===== src/rtl/ioc_pkg.sv =====
// Package: types shared by the input change interrupt blocks.
// Assumes: nothing beyond IEEE 1800-2017.
package ioc_pkg;
    // Snapshot tracking phase: waiting to prime, or comparing.
    typedef enum logic {
        SNAP_PRIME = 1'b0,
        SNAP_TRACK = 1'b1
    } snap_phase_e;
endpackage


===== src/rtl/ioc_snapshot.sv =====
// Module: holds the captured pin levels that inputs are compared against.
// Assumes: pin_lvl is already synchronized to clk, and rd_pulse lasts one cycle.
// The snapshot is primed from the pins on the first edge after reset.
module ioc_snapshot #(
    parameter int WIDTH = 8
) (
    input  logic             clk,
    input  logic             rst_n,
    input  logic [WIDTH-1:0] pin_lvl,
    input  logic             rd_pulse,
    output logic [WIDTH-1:0] snap,
    output logic             armed
);
    import ioc_pkg::*;

    snap_phase_e phase_q;

    // Purpose: prime once after reset, then reload on every read pulse.
    always_ff @(posedge clk) begin
        if (!rst_n) begin
            phase_q <= SNAP_PRIME;
            snap    <= '0;
        end else begin
            if (phase_q == SNAP_PRIME || rd_pulse) begin
                snap <= pin_lvl;
            end
            phase_q <= SNAP_TRACK;
        end
    end

    // Purpose: tell the drive stage whether the comparison is meaningful.
    always_comb armed = (phase_q == SNAP_TRACK);
endmodule


===== src/rtl/ioc_mismatch.sv =====
// Module: compares raw pin levels with the snapshot, per bit, masked by direction.
// Assumes: dir bit 1 means input. Purely combinational.
module ioc_mismatch #(
    parameter int WIDTH = 8
) (
    input  logic [WIDTH-1:0] pin_lvl,
    input  logic [WIDTH-1:0] snap,
    input  logic [WIDTH-1:0] dir_in,
    output logic             any_diff
);
    logic [WIDTH-1:0] diff_bits;

    for (genvar i = 0; i < WIDTH; i++) begin : g_bit
        // Purpose: flag one input pin whose level disagrees with its snapshot bit.
        always_comb diff_bits[i] = dir_in[i] & (pin_lvl[i] ^ snap[i]);
    end

    // Purpose: reduce the per-pin flags to a single request.
    always_comb any_diff = |diff_bits;
endmodule


===== src/rtl/ioc_irq_drive.sv =====
// Module: registers the interrupt and produces the open-drain style outputs.
// Assumes: a read pulse wins over a mismatch in the same cycle, because the
// snapshot reloads on that same edge.
module ioc_irq_drive (
    input  logic clk,
    input  logic rst_n,
    input  logic armed,
    input  logic any_diff,
    input  logic rd_pulse,
    output logic irq_n,
    output logic irq_oe
);
    logic irq_q;

    // Purpose: hold the interrupt level so it moves only on clock edges.
    always_ff @(posedge clk) begin
        if (!rst_n) begin
            irq_q <= 1'b0;
        end else begin
            irq_q <= armed & ~rd_pulse & any_diff;
        end
    end

    // Purpose: drive the pull-low enable and the active-low level.
    always_comb begin
        irq_oe = irq_q;
        irq_n  = ~irq_q;
    end
endmodule


===== src/rtl/ioc_irq_gen.sv =====
// Module: top of the input change interrupt generator.
// Assumes: pins are synchronized upstream, and polarity inversion is applied
// elsewhere (the comparison here uses raw levels).
module ioc_irq_gen #(
    parameter int WIDTH = 8
) (
    input  logic             clk,
    input  logic             rst_n,
    input  logic [WIDTH-1:0] pin_lvl,
    input  logic [WIDTH-1:0] dir_in,
    input  logic             rd_pulse,
    output logic             irq_n,
    output logic             irq_oe
);
    logic [WIDTH-1:0] snap;
    logic             armed;
    logic             any_diff;

    ioc_snapshot #(.WIDTH(WIDTH)) u_snap (
        .clk      (clk),
        .rst_n    (rst_n),
        .pin_lvl  (pin_lvl),
        .rd_pulse (rd_pulse),
        .snap     (snap),
        .armed    (armed)
    );

    ioc_mismatch #(.WIDTH(WIDTH)) u_cmp (
        .pin_lvl  (pin_lvl),
        .snap     (snap),
        .dir_in   (dir_in),
        .any_diff (any_diff)
    );

    ioc_irq_drive u_drv (
        .clk      (clk),
        .rst_n    (rst_n),
        .armed    (armed),
        .any_diff (any_diff),
        .rd_pulse (rd_pulse),
        .irq_n    (irq_n),
        .irq_oe   (irq_oe)
    );
endmodule


===== config.mk =====
export PLATFORM = sky130hd
export DESIGN_NAME = ioc_irq_gen
export DESIGN_NICKNAME = d
export VERILOG_FILES = /design/src/rtl/ioc_pkg.sv /design/src/rtl/ioc_snapshot.sv /design/src/rtl/ioc_mismatch.sv /design/src/rtl/ioc_irq_drive.sv /design/src/rtl/ioc_irq_gen.sv
export SDC_FILE = /design/constraint.sdc
export NUM_CORES = 1
export LEC_CHECK = 0
export BUFFER_PORTS_ARGS = -buffer_cell sky130_fd_sc_hd__buf_4
export CAP_MARGIN = 40
export CORE_AREA = 4 4 41 43
export DETAILED_ROUTE_END_ITERATION = 16
export DIE_AREA = 0 0 45 47
export GPL_ROUTABILITY_DRIVEN = 0
export PLACE_DENSITY = 0.67
export SLEW_MARGIN = 15
export SYNTH_ARGS = -nofsm -noshare
export SYNTH_HDL_FRONTEND = slang
export SYNTH_HIERARCHICAL = 1
export SYNTH_SLANG_ARGS = --single-unit

===== constraint.sdc =====
create_clock -name clk -period 1.1 [get_ports clk]
set_input_delay 0.055 -clock clk [delete_from_list [all_inputs] [get_ports clk]]
set_output_delay 0.055 -clock clk [all_outputs]
set_load 0.005 [all_outputs]

==> results of run 1 <==
[state kept, by name (all words and copies together), names as in the netlist]
| register | cells |
|---|---|
| u_snap/snap | 8 |
| u_drv/irq_oe | 1 |
| u_snap/armed | 1 |
[area by class of cell]
cell class / count / area share (%)
Inverter: 1 / 0.556
Timing Repair Buffer: 22 / 24.4
Sequential cell: 10 / 30.0
Clock buffer: 3 / 3.33
Multi-Input combinational cell: 39 / 38.9
Tap cell: 15 / 2.78
[cells in the final DEF, fill, tap and decap left out]
| master | synthesis | routed |
|---|---|---|
| buf_4 | 1 | 22 |
| nand2_1 | 16 | 16 |
| xor2_1 | 8 | 8 |
| dfxtp_1 | 10 | 8 |
| mux2i_1 | 8 | 8 |
| a22oi_1 | 4 | 4 |
| clkbuf_4 | 0 | 3 |
| dfxtp_2 | 0 | 2 |
| nand4_1 | 1 | 1 |
| inv_1 | 1 | 1 |
| and4b_1 | 1 | 1 |
| nor2b_1 | 1 | 1 |
[per-stage QoR]
step                hold WS (ps)  utilization (%)  cells  area, um2  power, mW
floorplan                   82.7                -     53        490      0.488
global placement             304             50.0     87        651      0.558
detailed placement           308             50.0     87        651      0.561
CTS                         21.7             51.9     90        676      0.818
global route                27.6             51.9     90        676      0.847
finish                      31.9             51.9     90        676      0.801
[repair_timing]
item | CTS | global route
resized for setup | 2 | 0
setup endpoints to repair | 1 | 1
pin swaps | 4 | 0
hold buffers | 0 | 0
[power by group]
part	internal (mW)	total [mW]	switching, mW
logic	0.0915	0.152	0.0602
clock network	0.126	0.249	0.123
registers	0.387	0.401	0.0137
total	0.605	0.801	0.197
[metal layers]
metal | vias to the layer above | GRT usage (%)
li1 | 221 | -
met1 | 197 | 9.61
met2 | 12 | 17.2
met3 | 2 | 2.30
met4 | 0 | 8.77
met5 | - | 0
[worst reg2reg max path, stage by stage (launching register included)]
cell and delay [ps]:
dfxtp_2 330, xor2_1 160, a22oi_1 190, nand4_1 110, and4b_1 180
[synthesized netlist by cell type]
| cell type | number |
|---|---|
| nand2_1 | 16 |
| dfxtp_1 | 10 |
| mux2i_1 | 8 |
| xor2_1 | 8 |
| a22oi_1 | 4 |
| and4b_1 | 1 |
| buf_4 | 1 |
| buf_6 | 1 |
| clkbuf_2 | 1 |
| inv_1 | 1 |
| nand4_1 | 1 |
| nor2b_1 | 1 |
[worst paths after layout]
kind                          to  slack [ps]
setup / recovery    u_drv/irq_oe          40
hold / removal      u_snap/armed          30
setup reg to reg    u_drv/irq_oe          40
hold reg to reg   u_snap/snap[3]         460
[kinds of logic after synthesis]
kind of cell / count (synthesis) / synth area share, %
compound gates: 4 / 6.12
xor+xnor: 8 / 14.3
buf+inv: 4 / 5.61
flops: 10 / 40.8
mux: 8 / 16.3
simple gates: 19 / 16.8
==> flow_summary.toml, run 1 <==
[routing]
vias = 432
drt_iter0_drc = 3
final_antenna_net_count = 0
top_layer_used = "met4"
met2WireLength_um = 493
drc_errors = 0
met3_length_um = 88
via_per_inst = 4.80
first_pass_iters = 3
wire_per_inst_um = 11.1
routed_wl_um = 995
wirelength_met1_um = 404

[worst_setup_path]
crit_buf_inv = 0
critPathRequiredTime_ps = 1260
slowest_delay_ps = 330
crit_path_end_kind = "register"
critPathLaunch = "u_snap/snap[2]"
crit_path_start_kind = "register"
r2r_start = "u_snap/snap[2]"
critical_path.slowest_cell = "dfxtp_2"
critPathMaxFanout = 2
worst_ep_arrival_time_ps = 1220
crit_family = "flip-flops"
path_cells = "xor2_1 > a22oi_1 > nand4_1 > and4b_1"
rr_worst_depth = 4
crit_cells = 4
crit_type = "reg -> reg"

[timing]
finalSetupViolCount = 0
postLayoutSetupSlackWorst_ps = 38.8
tns_ps = 0
worst_pin_slew_ps = 180
fmax_ghz = 0.942
period_share_pct = 96.5
skew_ps = 4.37
slew_violations = 0
grt_setup_unrepaired = "yes"
hold_viol_final = 0
min_period_ps = 1060
slew-limit-headroom_pct = 88.0

[synth]
yosysSeqAreaShare_pct = 40.8
syn_area_um2 = 490
synth_cell_types = 12
syn_inst = 53
ys_warn_count = 6
syn_area_per_cell_um2 = 9.25
ys_top_cells_by_area = "dfxtp_1 41%, mux2i_1 16%, xor2_1 14%"
syn_nets = 72
synth_top_area_share_pct = 40.8
yosys.area.top_type = "dfxtp_1"
ys_seq_elements = 10

[die]
core-area_mm2 = 0.00130
die_h_um = 47
die_w_um = 45
start_util_pct = 37.7
pin_count = 21
rows = 13
die-area_mm2 = 0.00212

[placement]
io_buffer_count = 20
dp_hpwl_um = 779
dp_slack_ps = -8.18

[clock_network]
clock_latency_ps = 260
cts.clk_slew.worst_paths_ps = 60
clockBufferDepth = 2
cts_max_level = 1
cts_root_buf = "clkbuf_4"
cts_tree = "yes"
cts_setup_buffers = 0
numCtsBuffers = 3
cts_sinks = 10

[grt]
grt_overflow = 0
grt_pass1_vias = 387
grt_use_total_pct = 9.82
antenna_found_initial = 0
grt_first_pass_wirelength_mm = 1.40
grt_max_degree = 19

[power_and_ir_drop]
power.density_mw_per_mm2 = 1190
p_leak_nw = 0.326
peakVddDrop_v = 0.000601

[finish]
multi_input_area_um2 = 263
area_delta_synth_final_pct = 37.8
seq_area_um2 = 203
n_antenna_cell = 0
drive_above_1_share_pct = 36.0
fillers = 137
final_nets = 96

[run]
cap_violations = 0

[worst_hold_path]
holdPathStages = 1
hold_class = "in -> reg"
min_from = "rst_n"

[status]
run_status = "completed"
(Power assumes the default switching activity.)
==> inputs of run 2 (changes only) <==
==> constraint.sdc (replaced) <==
create_clock -name clk -period 1.1 [get_ports clk]
set_input_delay 0.33 -clock clk [delete_from_list [all_inputs] [get_ports clk]]
set_output_delay 0.33 -clock clk [all_outputs]
set_load 0.005 [all_outputs]
==> flow_summary.toml, run 2 (synthesized netlist as in run 1, its figures left out) <==
[routing]
drc_errors = 0
drt_iter0_drc = 3
final_antenna_net_count = 0
wire_per_inst_um = 10.5
first_pass_iters = 3
via_per_inst = 4.68
vias = 426
routed_wl_um = 952

[power_and_ir_drop]
p_sw_share_pct = 23.1
power_mw = 0.886
peakVddDrop_v = 0.000967
internal_power_mw = 0.681
clkPwrFrac_pct = 37.5
p_leak_nw = 0.335
power.density_mw_per_mm2 = 1270
p_comb_share_pct = 17.1
power_frac_seq_pct = 45.4
switchingPower_mw = 0.205

[finish]
seq_area_um2 = 205
final_nets = 96
final_cell_mix = "21 x buf_4, 16 x nand2_1, 8 x xor2_1, 8 x mux2i_1, 6 x dfxtp_1"
area_delta_synth_final_pct = 41.8
final_common_cell = "buf_4"
instances_no_fill = 91
drive_above_1_share_pct = 40.8
n_antenna_cell = 0
multi_input_area_um2 = 263
largest-register = "u_snap/snap"
fillers = 131
largest_register_ffs = 8

[timing]
tns_ps = 0
slew_violations = 0
fin_hold_ws_ps = 300
min_period_ps = 1070
worst_pin_slew_ps = 191
skew_ps = 2.96
hold_viol_final = 0
fmax_ghz = 0.933
period_share_pct = 97.5
slew-limit-headroom_pct = 87.3
grt_setup_unrepaired = "yes"
finalSetupViolCount = 0
postLayoutSetupSlackWorst_ps = 27.9

[worst_setup_path]
rrSetupSlack_ps = 50
slowest_delay_ps = 340
critPathMaxFanout = 2
critPathRequiredTime_ps = 770
worst_ep_arrival_time_ps = 740
path_cells = "inv_2 > buf_6"
crit_path_end_kind = "output port"
rr_worst_depth = 4
critical_path.slowest_cell = "dfxtp_2"
crit_path_start_kind = "register"
crit_type = "reg -> out"
r2r_start = "u_snap/snap[2]"
rr_endpoint = "u_drv/irq_oe"

[worst_hold_path]
holdPathEnd = "u_snap/armed"
holdPathStages = 1
hold_class = "in -> reg"
min_from = "rst_n"

[clock_network]
cts.clk_slew.worst_paths_ps = 70
numCtsBuffers = 3
clock_latency_ps = 260
cts_root_buf = "clkbuf_4"
cts_tree = "yes"
cts_sinks = 10
clockBufferDepth = 2
cts_setup_buffers = 0
cts_max_level = 1

[die]
pin_count = 21
start_util_pct = 37.7
die_w_um = 45
core-area_mm2 = 0.00130
die_h_um = 47
die-area_mm2 = 0.00212
rows = 13

[grt]
grt_use_total_pct = 11.4
grt_max_degree = 19
grt_pass1_vias = 441
grt_first_pass_wirelength_mm = 1.70
antenna_found_initial = 0
grt_overflow = 0

[placement]
io_buffer_count = 20
dp_hpwl_um = 779
dp_slack_ps = -140
place_inst = 87

[status]
run_status = "completed"

[run]
cap_violations = 0
run 2: final cells by class:
class | instances | area share (%)
Multi-Input combinational cell | 39 | 37.8
Sequential cell | 10 | 29.5
Timing Repair Buffer | 22 | 24.3
Clock buffer | 4 | 5.22
Tap cell | 15 | 2.70
Inverter | 1 | 0.540
run 2: how the worst max path moves through the flow:
| stage | startpoint | endpoint | cells after the start |
|---|---|---|---|
| 3_5_place_dp | pin_lvl[2] | u_drv/irq_oe | 5 |
| 5_1_grt | u_drv/irq_oe | irq_n | 2 |
| 2_1_floorplan | pin_lvl[2] | u_drv/irq_oe | 4 |
| 3_3_place_gp | pin_lvl[2] | u_drv/irq_oe | 5 |
| 6_report | u_drv/irq_oe | irq_n | 2 |
| 4_1_cts | u_snap/snap[3] | u_drv/irq_oe | 4 |
run 2: metal layers:
layer	wire [um]	global-route usage [%]
met5	0	0
met1	377	12.7
met4	0	1.75
met2	486	19.2
met3	88	6.90
run 2: timing repair:
item                       in CTS  in global routing
pin swaps                       4                  5
setup endpoints to repair       2                  2
hold buffers                    0                  0
gates cloned                    0                  0
gates resized for setup         5                  1
run 2: power groups by stage:
stage | Clock [mW] | Combinational, mW | Sequential (mW)
3_5_place_dp | 0 | 0.153 | 0.409
2_1_floorplan | 0 | 0.0818 | 0.406
5_1_grt | 0.378 | 0.170 | 0.406
4_1_cts | 0.348 | 0.155 | 0.402
3_3_place_gp | 0 | 0.150 | 0.408
6_report | 0.332 | 0.151 | 0.402
run 2: worst max-delay path, delay by kind of cell, from the launching register on:
family                 cells  cell delay (ps)
buffers and inverters      2              140
DFF                        1              340
run 2: per-stage QoR:
| step | area (um2) | utilization [%] |
|---|---|---|
| finish | 696 | 53.5 |
| floorplan | 490 | - |
| CTS | 694 | 53.4 |
| global placement | 651 | 50.0 |
| detailed placement | 651 | 50.0 |
| global route | 696 | 53.5 |
==> inputs of run 3 (changes only) <==
--- a/config.mk
+++ b/config.mk
@@ -11,7 +11,7 @@
 export DETAILED_ROUTE_END_ITERATION = 16
 export DIE_AREA = 0 0 45 47
 export GPL_ROUTABILITY_DRIVEN = 0
-export PLACE_DENSITY = 0.67
+export PLACE_DENSITY_LB_ADDON = 0.08
 export SLEW_MARGIN = 15
 export SYNTH_ARGS = -nofsm -noshare
 export SYNTH_HDL_FRONTEND = slang
==> flow_summary.toml, run 3 (synthesized netlist as in run 1, its figures left out) <==
[status]
run_status = "completed"

[finish]
final_common_cell = "buf_4"
largest-register = "u_snap/snap"
utilization_pct = 53.6
n_antenna_cell = 0
area_delta_synth_final_pct = 42.1
largest_register_ffs = 8
final_nets = 96
fillers = 144
drive_above_1_share_pct = 42.1
final_cell_mix = "21 x buf_4, 16 x nand2_1, 8 x xor2_1, 8 x mux2i_1"

[clock_network]
cts_sinks = 10
cts_root_buf = "clkbuf_4"
holdBufCountCts = 0
clock_latency_ps = 260
numCtsBuffers = 3
cts_tree = "yes"
cts_max_level = 1
clockBufferDepth = 2
cts.clk_slew.worst_paths_ps = 70
cts_setup_buffers = 0

[timing]
finalSetupViolCount = 0
fmax_ghz = 0.943
slew_violations = 0
grt_setup_unrepaired = "yes"
min_period_ps = 1060
worst_pin_slew_ps = 202
hold_viol_final = 0
postLayoutSetupSlackWorst_ps = 40.0
period_share_pct = 96.4
slew-limit-headroom_pct = 86.5
skew_ps = 0.115

[worst_setup_path]
critPathRequiredTime_ps = 770
critPathMaxFanout = 2
crit_path_start_kind = "register"
crit_type = "reg -> out"
worst_ep_arrival_time_ps = 730
crit_path_end_kind = "output port"

[grt]
grt_overflow = 0
antenna_found_initial = 0
grt_first_pass_wirelength_mm = 1.50
grt_max_degree = 19
grt_pass1_vias = 390
grt_use_total_pct = 9.76

[routing]
drt_iter0_drc = 1
drc_errors = 0
vias = 401
first_pass_iters = 2
routed_wl_um = 957
wire_per_inst_um = 10.5
final_antenna_net_count = 0
via_per_inst = 4.41

[die]
core-area_mm2 = 0.00130
die-area_mm2 = 0.00212
rows = 13
start_util_pct = 37.7
pin_count = 21
die_h_um = 47
die_w_um = 45

[run]
cap_violations = 0

[worst_hold_path]
hold_class = "in -> reg"

[power_and_ir_drop]
p_leak_nw = 0.335
peakVddDrop_v = 0.000725
power.density_mw_per_mm2 = 1270

[placement]
dp_hpwl_um = 767
dp_slack_ps = -124
io_buffer_count = 20
[run 3: cell counts in the layout (fill, tap and decap cells not counted)]
No cell type changed its count.
[run 3: final timing paths]
| path | startpoint | end | slack, ps | cells after the start |
|---|---|---|---|---|
| min reg2reg | u_snap/snap[5] | u_snap/snap[5] | 470 | 2 |
| max reg2reg | u_snap/snap[2] | u_drv/irq_oe | 50 | 4 |
| max | u_drv/irq_oe | irq_n | 40 | 2 |
| min | rst_n | u_snap/armed | 300 | 1 |
[run 3: per-stage QoR]
| stage | total power [mW] | instances | area (um2) | setup TNS [ps] | hold slack (ps) |
|---|---|---|---|---|---|
| 3_5_place_dp | 0.562 | 87 | 651 | -124 | 466 |
| 6_report | 0.885 | 91 | 697 | 0 | 303 |
| 3_3_place_gp | 0.560 | 87 | 651 | -129 | 460 |
| 4_1_cts | 0.896 | 91 | 689 | 0 | 299 |
| 5_1_grt | 0.928 | 91 | 697 | -11.5 | 301 |
| 2_1_floorplan | 0.488 | 53 | 490 | 0 | 358 |
[run 3: layout make-up]
| class | count | area [um2] | share of cell area, % |
|---|---|---|---|
| well taps | 15 | 18.8 | 2.69 |
| repair buffers | 22 | 169 | 24.2 |
| multi-input cells | 39 | 263 | 37.7 |
| inverters | 1 | 3.75 | 0.539 |
| flip-flops and latches | 10 | 206 | 29.6 |
| clock buffers | 4 | 36.3 | 5.21 |
[run 3: critical path: stages, from the launching register on]
cell     delay [ps]
dfxtp_2         340
inv_2            30
buf_6           100
[run 3: per-layer routing]
layer / share of wire (%) / up-vias / GRT usage [%]
met5: 0 / - / 0
met4: 0 / 0 / 3.51
met3: 9.6 / 0 / 2.68
met2: 43 / 15 / 16.7
met1: 48 / 164 / 11.8
li1: - / 222 / -
[run 3: what timing repair did]
item,4_1_cts,5_1_grt
pin swaps,3,9
setup endpoints to repair,2,2
gates resized for setup,2,5
[run 3: power by group]
group | internal (mW) | switching, mW
sequential | 0.388 | 0.0143
combinational | 0.0925 | 0.0599
clock | 0.201 | 0.130
total | 0.681 | 0.204
